--- src/rtl/mfreg.sv ---
module mfreg #(
  parameter int W = 4,
  parameter bit SEL_MODE = 1'b0
) (
  input  logic         clk,
  input  logic         rst,
  input  logic         load_i,
  input  logic         inc_i,
  input  logic         clr_i,
  input  logic [1:0]   mode_sel,
  input  logic [W-1:0] din,
  output logic [W-1:0] dout
);

  typedef enum logic [1:0] {OP_HOLD = 2'b00, OP_LOAD = 2'b01, OP_INC = 2'b10, OP_CLR = 2'b11} op_t;

  op_t          op;
  logic [W-1:0] q, nxt;

  generate
    if (SEL_MODE) begin : g_sel
      assign op = op_t'(mode_sel);

      assert_sel_load_R7: assert property (@(posedge clk) disable iff (rst)
        mode_sel == 2'b01 |=> q == $past(din));
      assert_sel_inc_R7: assert property (@(posedge clk) disable iff (rst)
        mode_sel == 2'b10 |=> q == W'($past(q) + 1'b1));
      assert_sel_clr_R7: assert property (@(posedge clk) disable iff (rst)
        mode_sel == 2'b11 |=> q == '0);
      assert_sel_hold_R7: assert property (@(posedge clk) disable iff (rst)
        (mode_sel == 2'b00 && (load_i || inc_i || clr_i)) |=> q == $past(q));
    end else begin : g_cmd
      always_comb begin
        case ({load_i, inc_i, clr_i})
          3'b100:  op = OP_LOAD;
          3'b010:  op = OP_INC;
          3'b001:  op = OP_CLR;
          default: op = OP_HOLD;
        endcase
      end

      assert_idle_hold_R2: assert property (@(posedge clk) disable iff (rst)
        {load_i, inc_i, clr_i} == 3'b000 |=> q == $past(q));
      assert_load_R3: assert property (@(posedge clk) disable iff (rst)
        {load_i, inc_i, clr_i} == 3'b100 |=> q == $past(din));
      assert_inc_wrap_R4: assert property (@(posedge clk) disable iff (rst)
        {load_i, inc_i, clr_i} == 3'b010 |=> q == W'($past(q) + 1'b1));
      assert_clear_R5: assert property (@(posedge clk) disable iff (rst)
        {load_i, inc_i, clr_i} == 3'b001 |=> q == '0);
      assert_conflict_hold_R6: assert property (@(posedge clk) disable iff (rst)
        $countones({load_i, inc_i, clr_i}) > 1 |=> $stable(q));
      assert_sel_ignored_R8: assert property (@(posedge clk) disable iff (rst)
        ({load_i, inc_i, clr_i} == 3'b000 && mode_sel != 2'b00) |=> q == $past(q));
    end
  endgenerate

  always_comb begin
    case (op)
      OP_LOAD: nxt = din;
      OP_INC:  nxt = q + 1'b1;
      OP_CLR:  nxt = '0;
      default: nxt = q;
    endcase
  end

  always_ff @(posedge clk) begin
    if (rst) q <= '0;
    else     q <= nxt;
  end

  assign dout = q;

  assert_reset_zero_R1: assert property (@(posedge clk) disable iff (rst)
    $fell(rst) |-> q == '0);

endmodule

--- config.mk ---
export PLATFORM = sky130hd
export DESIGN_NAME = mfreg
export DESIGN_NICKNAME = d
export VERILOG_FILES = /design/src/rtl/mfreg.sv
export SDC_FILE = /design/constraint.sdc
export NUM_CORES = 1
export LEC_CHECK = 0
export CORE_AREA = 5 5 42 44
export DETAILED_ROUTE_END_ITERATION = 6
export DIE_AREA = 0 0 47 49
export PLACE_DENSITY_LB_ADDON = 0.2
export SETUP_SLACK_MARGIN = 0.15
export SYNTH_ARGS = -nofsm -noshare
export SYNTH_HDL_FRONTEND = slang
export SYNTH_SLANG_ARGS = --single-unit
--- constraint.sdc ---
create_clock -name clk -period 1.2 [get_ports clk]
set_input_delay 0.36 -clock clk [delete_from_list [all_inputs] [get_ports clk]]
set_output_delay 0.36 -clock clk [all_outputs]
set_load 0.05 [all_outputs]
# --- After elaboration in Yosys (flattened, before gate mapping) ---
# Cells that the tools add are included.
classes:
  n_addsub: 1
  n_eq_ne: 6
  muxes: 2
  reduce_logical: 1
ops:
  columns: ["op", "count"]
  rows:
  - ["4-bit case mux with 3 select lines", 1]
  - ["2-bit case mux with 3 select lines", 1]
  - ["4-bit by 1-bit adder with 4-bit output (second input constant)", 1]
  - ["2-bit == test (second input constant)", 2]
  - ["3-bit by 1-bit == test with 1-bit output (second input constant)", 1]
  - ["3-bit by 2-bit == test with 1-bit output (second input constant)", 1]
  - ["3-bit == test (second input constant)", 1]
  - ["3-bit nonzero test", 1]
  - ["2-bit by 1-bit == test with 1-bit output (second input constant)", 1]
word_totals:
  ff_bits: 4
  in_bits: 11
  output_inout_bits: 4
  wordCells: 11

# --- Longest topological paths before layout ---
# Gate-level depths: netlist (run 1).
depth:
  ltp_word: 4
  ltp_mapped: 6
  depth_no_buf: 5

# --- Least setup slack after synthesis (run 1) ---
# Ideal clock, no wire load.
synth_timing:
  kind: "register -> register"
  from: "register q[0] (netlist: dout[0])"
  to: "register q[3] (netlist: dout[3])"
  setup_ns: 0.086
  t_arrival_ns: 1.488
  t_required_ns: 1.114
  slack_ns: -0.374
  path_stages_with_launch: 5
  n_path_buf: 0
  synth_period_minus_slack_ns: 1.574
  path_cell_list: "dfxtp_1 -> a41oi_1 -> a211oi_2 -> o22ai_1 -> a221oi_2"
synth_via:
  elab_chain_cells: 2
synth_rtl:
  columns: ["item", "line_no", "source"]
  rows:
  - ["start: declaration", "18", "logic [W-1:0] q, nxt;"]
  - ["start signal: assignment", "68", "else q <= nxt;"]
  - ["4-bit by 1-bit adder with 4-bit output", "60", "OP_INC: nxt = q + 1'b1;"]
  - ["4-bit case mux with 3 select lines", "58", "case (op)"]
# Every way passes these cells.
# A chain may end at the register's enable or synchronous reset.

# --- Worst setup path in the final report (run 1) ---
layout_timing:
  from: "register q[0] (netlist: dout[0])"
  to: "output port dout[0]"
layout_lines:
  columns: ["item", "line_no", "source"]
  rows:
  - ["end: declaration", "12", "output logic [W-1:0] dout"]
# No word-level cell between the ends.

==> impl_metrics.tcl, run 1 <==
set metrics [dict create \
    nNetsFinal 95 \
    rsz0062_at_grt "true" \
    io_pins 15 \
    yosysUniqueCellTypes 27 \
    slew_headroom_pct 81.9 \
    num-fill-cells 134 \
    critical_path.endpoint "dout[0]" \
    seq_power_share_pct 24.9 \
    final_cell_area_um2 787 \
    synth_seq_cells 4 \
    setup.worst_path.start_class "flop" \
    synthCells 52 \
    finalCritPeriodShare_pct 102 \
    fp.dieH_um 49 \
    violations "negative setup slack" \
    io_buffers 12 \
    placed_area_um2 646 \
    diodes 0 \
    worstReg2RegEnd "dout[3]$_SDFFE_PP0P_" \
    firstDrtPassIters 4 \
    groute.usage.overall_pct 13.1 \
    viasPerCell 5.35 \
    rrSetupSlack_ns 0.02 \
    clock_tree.buffer_depth 2 \
    grt_max_degree 9 \
    drv_slew 0 \
    clock_latency_ns 0.24 \
    clkPwrFrac_pct 31.4 \
    finalPower_uw 608 \
    h-tree-depth 1 \
    dieArea_um2 2300 \
    routed_wl_um 1220 \
    p_sw_share_pct 31.6 \
    clock_skew_ns 0.00972 \
    power.leakage_uw 0.000332 \
    core_area_um2 1400 \
    hold_path.class "in -> reg" \
    finalHoldViolations 0 \
    cp_max_fo 6 \
    setup_ws_ns -0.0281 \
    cts_sinks 4 \
    holdCritStartpoint "clr_i" \
    hpwl_um 798 \
    gp_congestion 0.780 \
    criticalPathCategory "reg -> out" \
    syn2layout_area_growth_pct 104 \
    synth_fp_nets 64 \
    syn-cell-area_um2 387 \
    cp.arrival_ns 0.87 \
    power_density_nw_per_um2 772 \
    p_sw_uw 192 \
    reg2reg_from "dout[0]$_SDFFE_PP0P_" \
    endpoint_kind "output port" \
    wl_per_cell_um 12.5 \
    setup_viol 2 \
    numCtsBuffers 3 \
    combPwrFrac_pct 43.7 \
    drive_gt1_share_pct 50.0 \
    tightest_slew_ns 0.270 \
    seq_area_frac_synth_pct 20.7 \
    rows 14 \
    antenna_found_initial 0 \
    clockRootBuffer "clkbuf_4" \
    first_global_vias 512 \
    overflow 0 \
    p_int_uw 415 \
    dp_slack_ns -0.483 \
    grt_pass1_wl_um 2190 \
    status "finished with violations" \
    vdd_drop_max_mv 0.526 \
    cp.required_ns 0.84 \
    fin_tns_setup_ns -0.0313 \
    cts_tree "built" \
    final_cell_mix "buf_4, nor2_1, buf_12" \
    final_common_cell "buf_4" \
    drc 0 \
    start_util_pct 27.6 \
    syn_area_per_cell_um2 7.44 \
    yosysWarningCount 0 \
    largest_reg_flops 4 \
    drt-initial-drc-count 7 \
    cap_violations 0 \
    cts.reportedPaths.clkPinSlew_ns 0.05 \
    fmax_mhz 814 \
    crit_start "dout[0]$_SDFFE_PP0P_" \
    via_count 524 \
    fp.dieW_um 47 \
    ff2ff_path_depth 5 \
    route.antenna.remaining_nets 0 \
    fin_crit_ns 1.23 \
]
## through the flow
step | cells | hold WS [ns] | utilization [%]
after floorplan | 52 | 0.429 | -
after global placement | 85 | 0.554 | 46.1
after detailed placement | 85 | 0.555 | 46.1
after CTS | 98 | 0.535 | 55.0
after global routing | 98 | 0.557 | 56.2
final | 98 | 0.476 | 56.2
## worst min path at each step
stage	endpoint	cells after the start
2_1_floorplan	dout[1]$_SDFFE_PP0P_	1
3_3_place_gp	dout[0]$_SDFFE_PP0P_	2
3_5_place_dp	dout[0]$_SDFFE_PP0P_	2
4_1_cts	dout[0]$_SDFFE_PP0P_	4
5_1_grt	dout[0]$_SDFFE_PP0P_	4
6_report	dout[2]$_SDFFE_PP0P_	4
## power by group through the flow
| stage | Sequential, µW | Clock [µW] | Combinational, µW |
|---|---|---|---|
| 2_1_floorplan | 181 | 0 | 84.1 |
| 3_3_place_gp | 156 | 0 | 218 |
| 3_5_place_dp | 156 | 0 | 218 |
| 4_1_cts | 150 | 199 | 254 |
| 5_1_grt | 153 | 206 | 287 |
| 6_report | 151 | 191 | 265 |
## cells in the mapped netlist, drive strengths merged
cell type  number  area share (%)
nor4            1             1.6
ha              1             3.2
mux2i           1             2.6
a2111oi         1             2.6
a21oi           6             7.8
o31ai           1             1.9
nand2           1            0.97
nand3           2             2.6
a221oi          1             3.9
a21o            2             4.2
nand2b          4             6.5
nand4           2             3.2
a31oi           2             3.2
inv             2             1.9
a41oi           1             2.3
nor2            8             7.8
xnor2           1             2.3
nor3            1             1.3
a211oi          2             5.2
dfxtp           4              21
o2111ai         1             2.3
o21bai          1             1.9
o22ai           1             1.6
buf             5             8.4
## kinds of logic after synthesis
| kind of cell | count (synthesis) | share of synthesized area (%) |
|---|---|---|
| mux | 1 | 2.59 |
| compound gates | 19 | 36.9 |
| fa+ha+maj | 1 | 3.24 |
| flops | 4 | 20.7 |
| xor+xnor | 1 | 2.27 |
| buf+inv | 7 | 10.4 |
| simple gates | 19 | 23.9 |
## layout make-up
class / instances / area [µm²] / area share [%]
repair buffers: 31 / 348 / 44.2
well taps: 16 / 20.0 / 2.54
multi-input cells: 41 / 290 / 36.9
flip-flops and latches: 4 / 95.1 / 12.1
clock buffers: 4 / 26.3 / 3.34
inverters: 2 / 7.51 / 0.954
## per-layer routing
metal | wire length, µm | track usage (%) | vias up
met3 | 69 | 3.69 | 6
met4 | 32 | 9.22 | 0
met2 | 599 | 19.0 | 15
met5 | 0 | 0 | -
li1 | - | - | 256
met1 | 520 | 15.8 | 247
## worst max-delay path, cell delays in order, from the launching register on
cell     delay, ns
dfxtp_4       0.37
buf_6         0.12
buf_12        0.13
## timing repair
action | 4_1_cts | 5_1_grt
setup buffers | 8 | 0
resized for setup | 13 | 8
cloned | 1 | 0
hold buffers | 0 | 0
pin swaps | 6 | 5
endpoints found under the setup margin | 8 | 8
Note: power is estimated with default switching activity, not from simulation.
==> inputs of run 2 (changes only) <==
--- a/config.mk
+++ b/config.mk
@@ -9,7 +9,10 @@
 export DETAILED_ROUTE_END_ITERATION = 6
 export DIE_AREA = 0 0 47 49
 export PLACE_DENSITY_LB_ADDON = 0.2
+export RECOVER_POWER = 50
+export REMOVE_ABC_BUFFERS = 1
 export SETUP_SLACK_MARGIN = 0.15
+export SLEW_MARGIN = 40
 export SYNTH_ARGS = -nofsm -noshare
 export SYNTH_HDL_FRONTEND = slang
 export SYNTH_SLANG_ARGS = --single-unit
==> impl_metrics.tcl, run 2 (synthesis results as in run 1) <==
set metrics [dict create \
    cp.required_ns 0.84 \
    dieArea_um2 2300 \
    clock_skew_ns 0.00233 \
    power.leakage_uw 0.000329 \
    vdd_drop_max_mv 0.505 \
    route.antenna.remaining_nets 0 \
    cap_violations 0 \
    finalCritPeriodShare_pct 101 \
    ff2ff_path_depth 5 \
    antenna_found_initial 0 \
    fin_crit_ns 1.22 \
    hpwl_um 892 \
    routed_wl_um 1330 \
    core_area_um2 1400 \
    grt_pass1_wl_um 1930 \
    endpoint_kind "output port" \
    rrSetupSlack_ns 0 \
    cp_max_fo 5 \
    setup_ws_ns -0.0168 \
    drive_gt1_share_pct 56.1 \
    final_cell_mix "buf_4, nor2_1, buf_6" \
    power_density_nw_per_um2 766 \
    numCtsBuffers 3 \
    first_global_vias 466 \
    clockRootBuffer "clkbuf_4" \
    hold_slack_ns 0.434 \
    cts-hold-fix-buffers 0 \
    largest_reg_flops 4 \
    final_common_cell "buf_4" \
    clock_latency_ns 0.24 \
    slew_headroom_pct 80.7 \
    rsz0062_at_grt "true" \
    drt-initial-drc-count 22 \
    cts.reportedPaths.clkPinSlew_ns 0.04 \
    diodes 0 \
    io_pins 15 \
    finalPower_uw 591 \
    start_util_pct 27.6 \
    tightest_slew_ns 0.287 \
    reg2reg_from "dout[2]$_SDFFE_PP0P_" \
    setup_viol 4 \
    fp.dieH_um 49 \
    overflow 0 \
    viasPerCell 5.24 \
    h-tree-depth 1 \
    syn2layout_area_growth_pct 99.4 \
    grt_max_degree 13 \
    groute.usage.overall_pct 11.4 \
    drv_slew 0 \
    cts_tree "built" \
    fin_tns_setup_ns -0.0364 \
    holdCritStartpoint "load_i" \
    cts_sinks 4 \
    clock_tree.buffer_depth 2 \
    cp.arrival_ns 0.86 \
    setup.worst_path.start_class "flop" \
    gp_congestion 0.837 \
    criticalPathCategory "reg -> out" \
    firstDrtPassIters 4 \
    fmax_mhz 822 \
    wl_per_cell_um 13.5 \
    hold_depth 3 \
    violations "negative setup slack" \
    via_count 514 \
    rows 14 \
    nNetsFinal 96 \
    fp.dieW_um 47 \
    fin_util_pct 55.0 \
    hold_end "dout[2]$_SDFFE_PP0P_" \
    num-fill-cells 135 \
    status "finished with violations" \
    worstReg2RegEnd "dout[3]$_SDFFE_PP0P_" \
    hold_path.class "in -> reg" \
    io_buffers 12 \
    drc 0 \
    dp_slack_ns -0.607 \
    finalHoldViolations 0 \
]
==> run 2: changes by cell type in the layout (fill, tap and decap cells not counted), moves of 3 or more <==
cell     change
a21oi_2      +3
buf_12       -3
buf_6        +3
a21oi_1      -3
==> run 2: layout make-up <==
class / count / area (µm²) / share of cell area [%]
Tap cell: 16 / 20.0 / 2.60
Timing Repair Buffer: 32 / 314 / 40.7
Inverter: 2 / 7.51 / 0.974
Clock buffer: 3 / 22.5 / 2.92
Multi-Input combinational cell: 41 / 312 / 40.4
Sequential cell: 4 / 95.1 / 12.3
==> run 2: power breakdown <==
group          switching, µW  total, µW  internal [µW]
sequential              13.3        152            138
combinational            122        262            140
clock                   64.0        177            113
==> run 2: worst max-delay path by stage <==
| stage | startpoint | to | depth (start not counted) |
|---|---|---|---|
| after detailed placement | inc_i | dout[3]$_SDFFE_PP0P_ | 5 |
| after global placement | inc_i | dout[3]$_SDFFE_PP0P_ | 5 |
| after floorplan | dout[0]$_SDFFE_PP0P_ | dout[3]$_SDFFE_PP0P_ | 4 |
| after global routing | dout[2]$_SDFFE_PP0P_ | dout[2] | 2 |
| after CTS | dout[0]$_SDFFE_PP0P_ | dout[0] | 2 |
| final | dout[2]$_SDFFE_PP0P_ | dout[2] | 2 |
==> run 2: critical path, cell delays in order, from the launching register on <==
cell and delay [ns]:
dfxtp_4 0.36, buf_6 0.12, buf_12 0.14
==> run 2: metal layers <==
metal	wire length (µm)	vias to the layer above	global-route usage [%]
met4	34	0	8.76
met1	534	237	13.8
met3	64	4	2.21
met5	0	-	0
li1	-	259	-
met2	694	14	16.7
==> run 2: metrics by stage <==
stage               cells  cell area (µm²)
finish                 98              771
global route           98              771
CTS                    97              746
detailed placement     91              654
global placement       91              654
floorplan              47              354
==> run 2: repair_timing <==
item / CTS / global route
pin swaps: 5 / 9
gates resized for setup: 24 / 15
buffers inserted: 3 / 1
endpoints found under the setup margin: 8 / 8
==> inputs of run 3 (changes only) <==
--- a/config.mk
+++ b/config.mk
@@ -12,7 +12,6 @@
 export RECOVER_POWER = 50
 export REMOVE_ABC_BUFFERS = 1
 export SETUP_SLACK_MARGIN = 0.15
-export SLEW_MARGIN = 40
 export SYNTH_ARGS = -nofsm -noshare
 export SYNTH_HDL_FRONTEND = slang
 export SYNTH_SLANG_ARGS = --single-unit
==> results of run 3 <==
Final layout, timing and power as in run 2 (identical DEF).
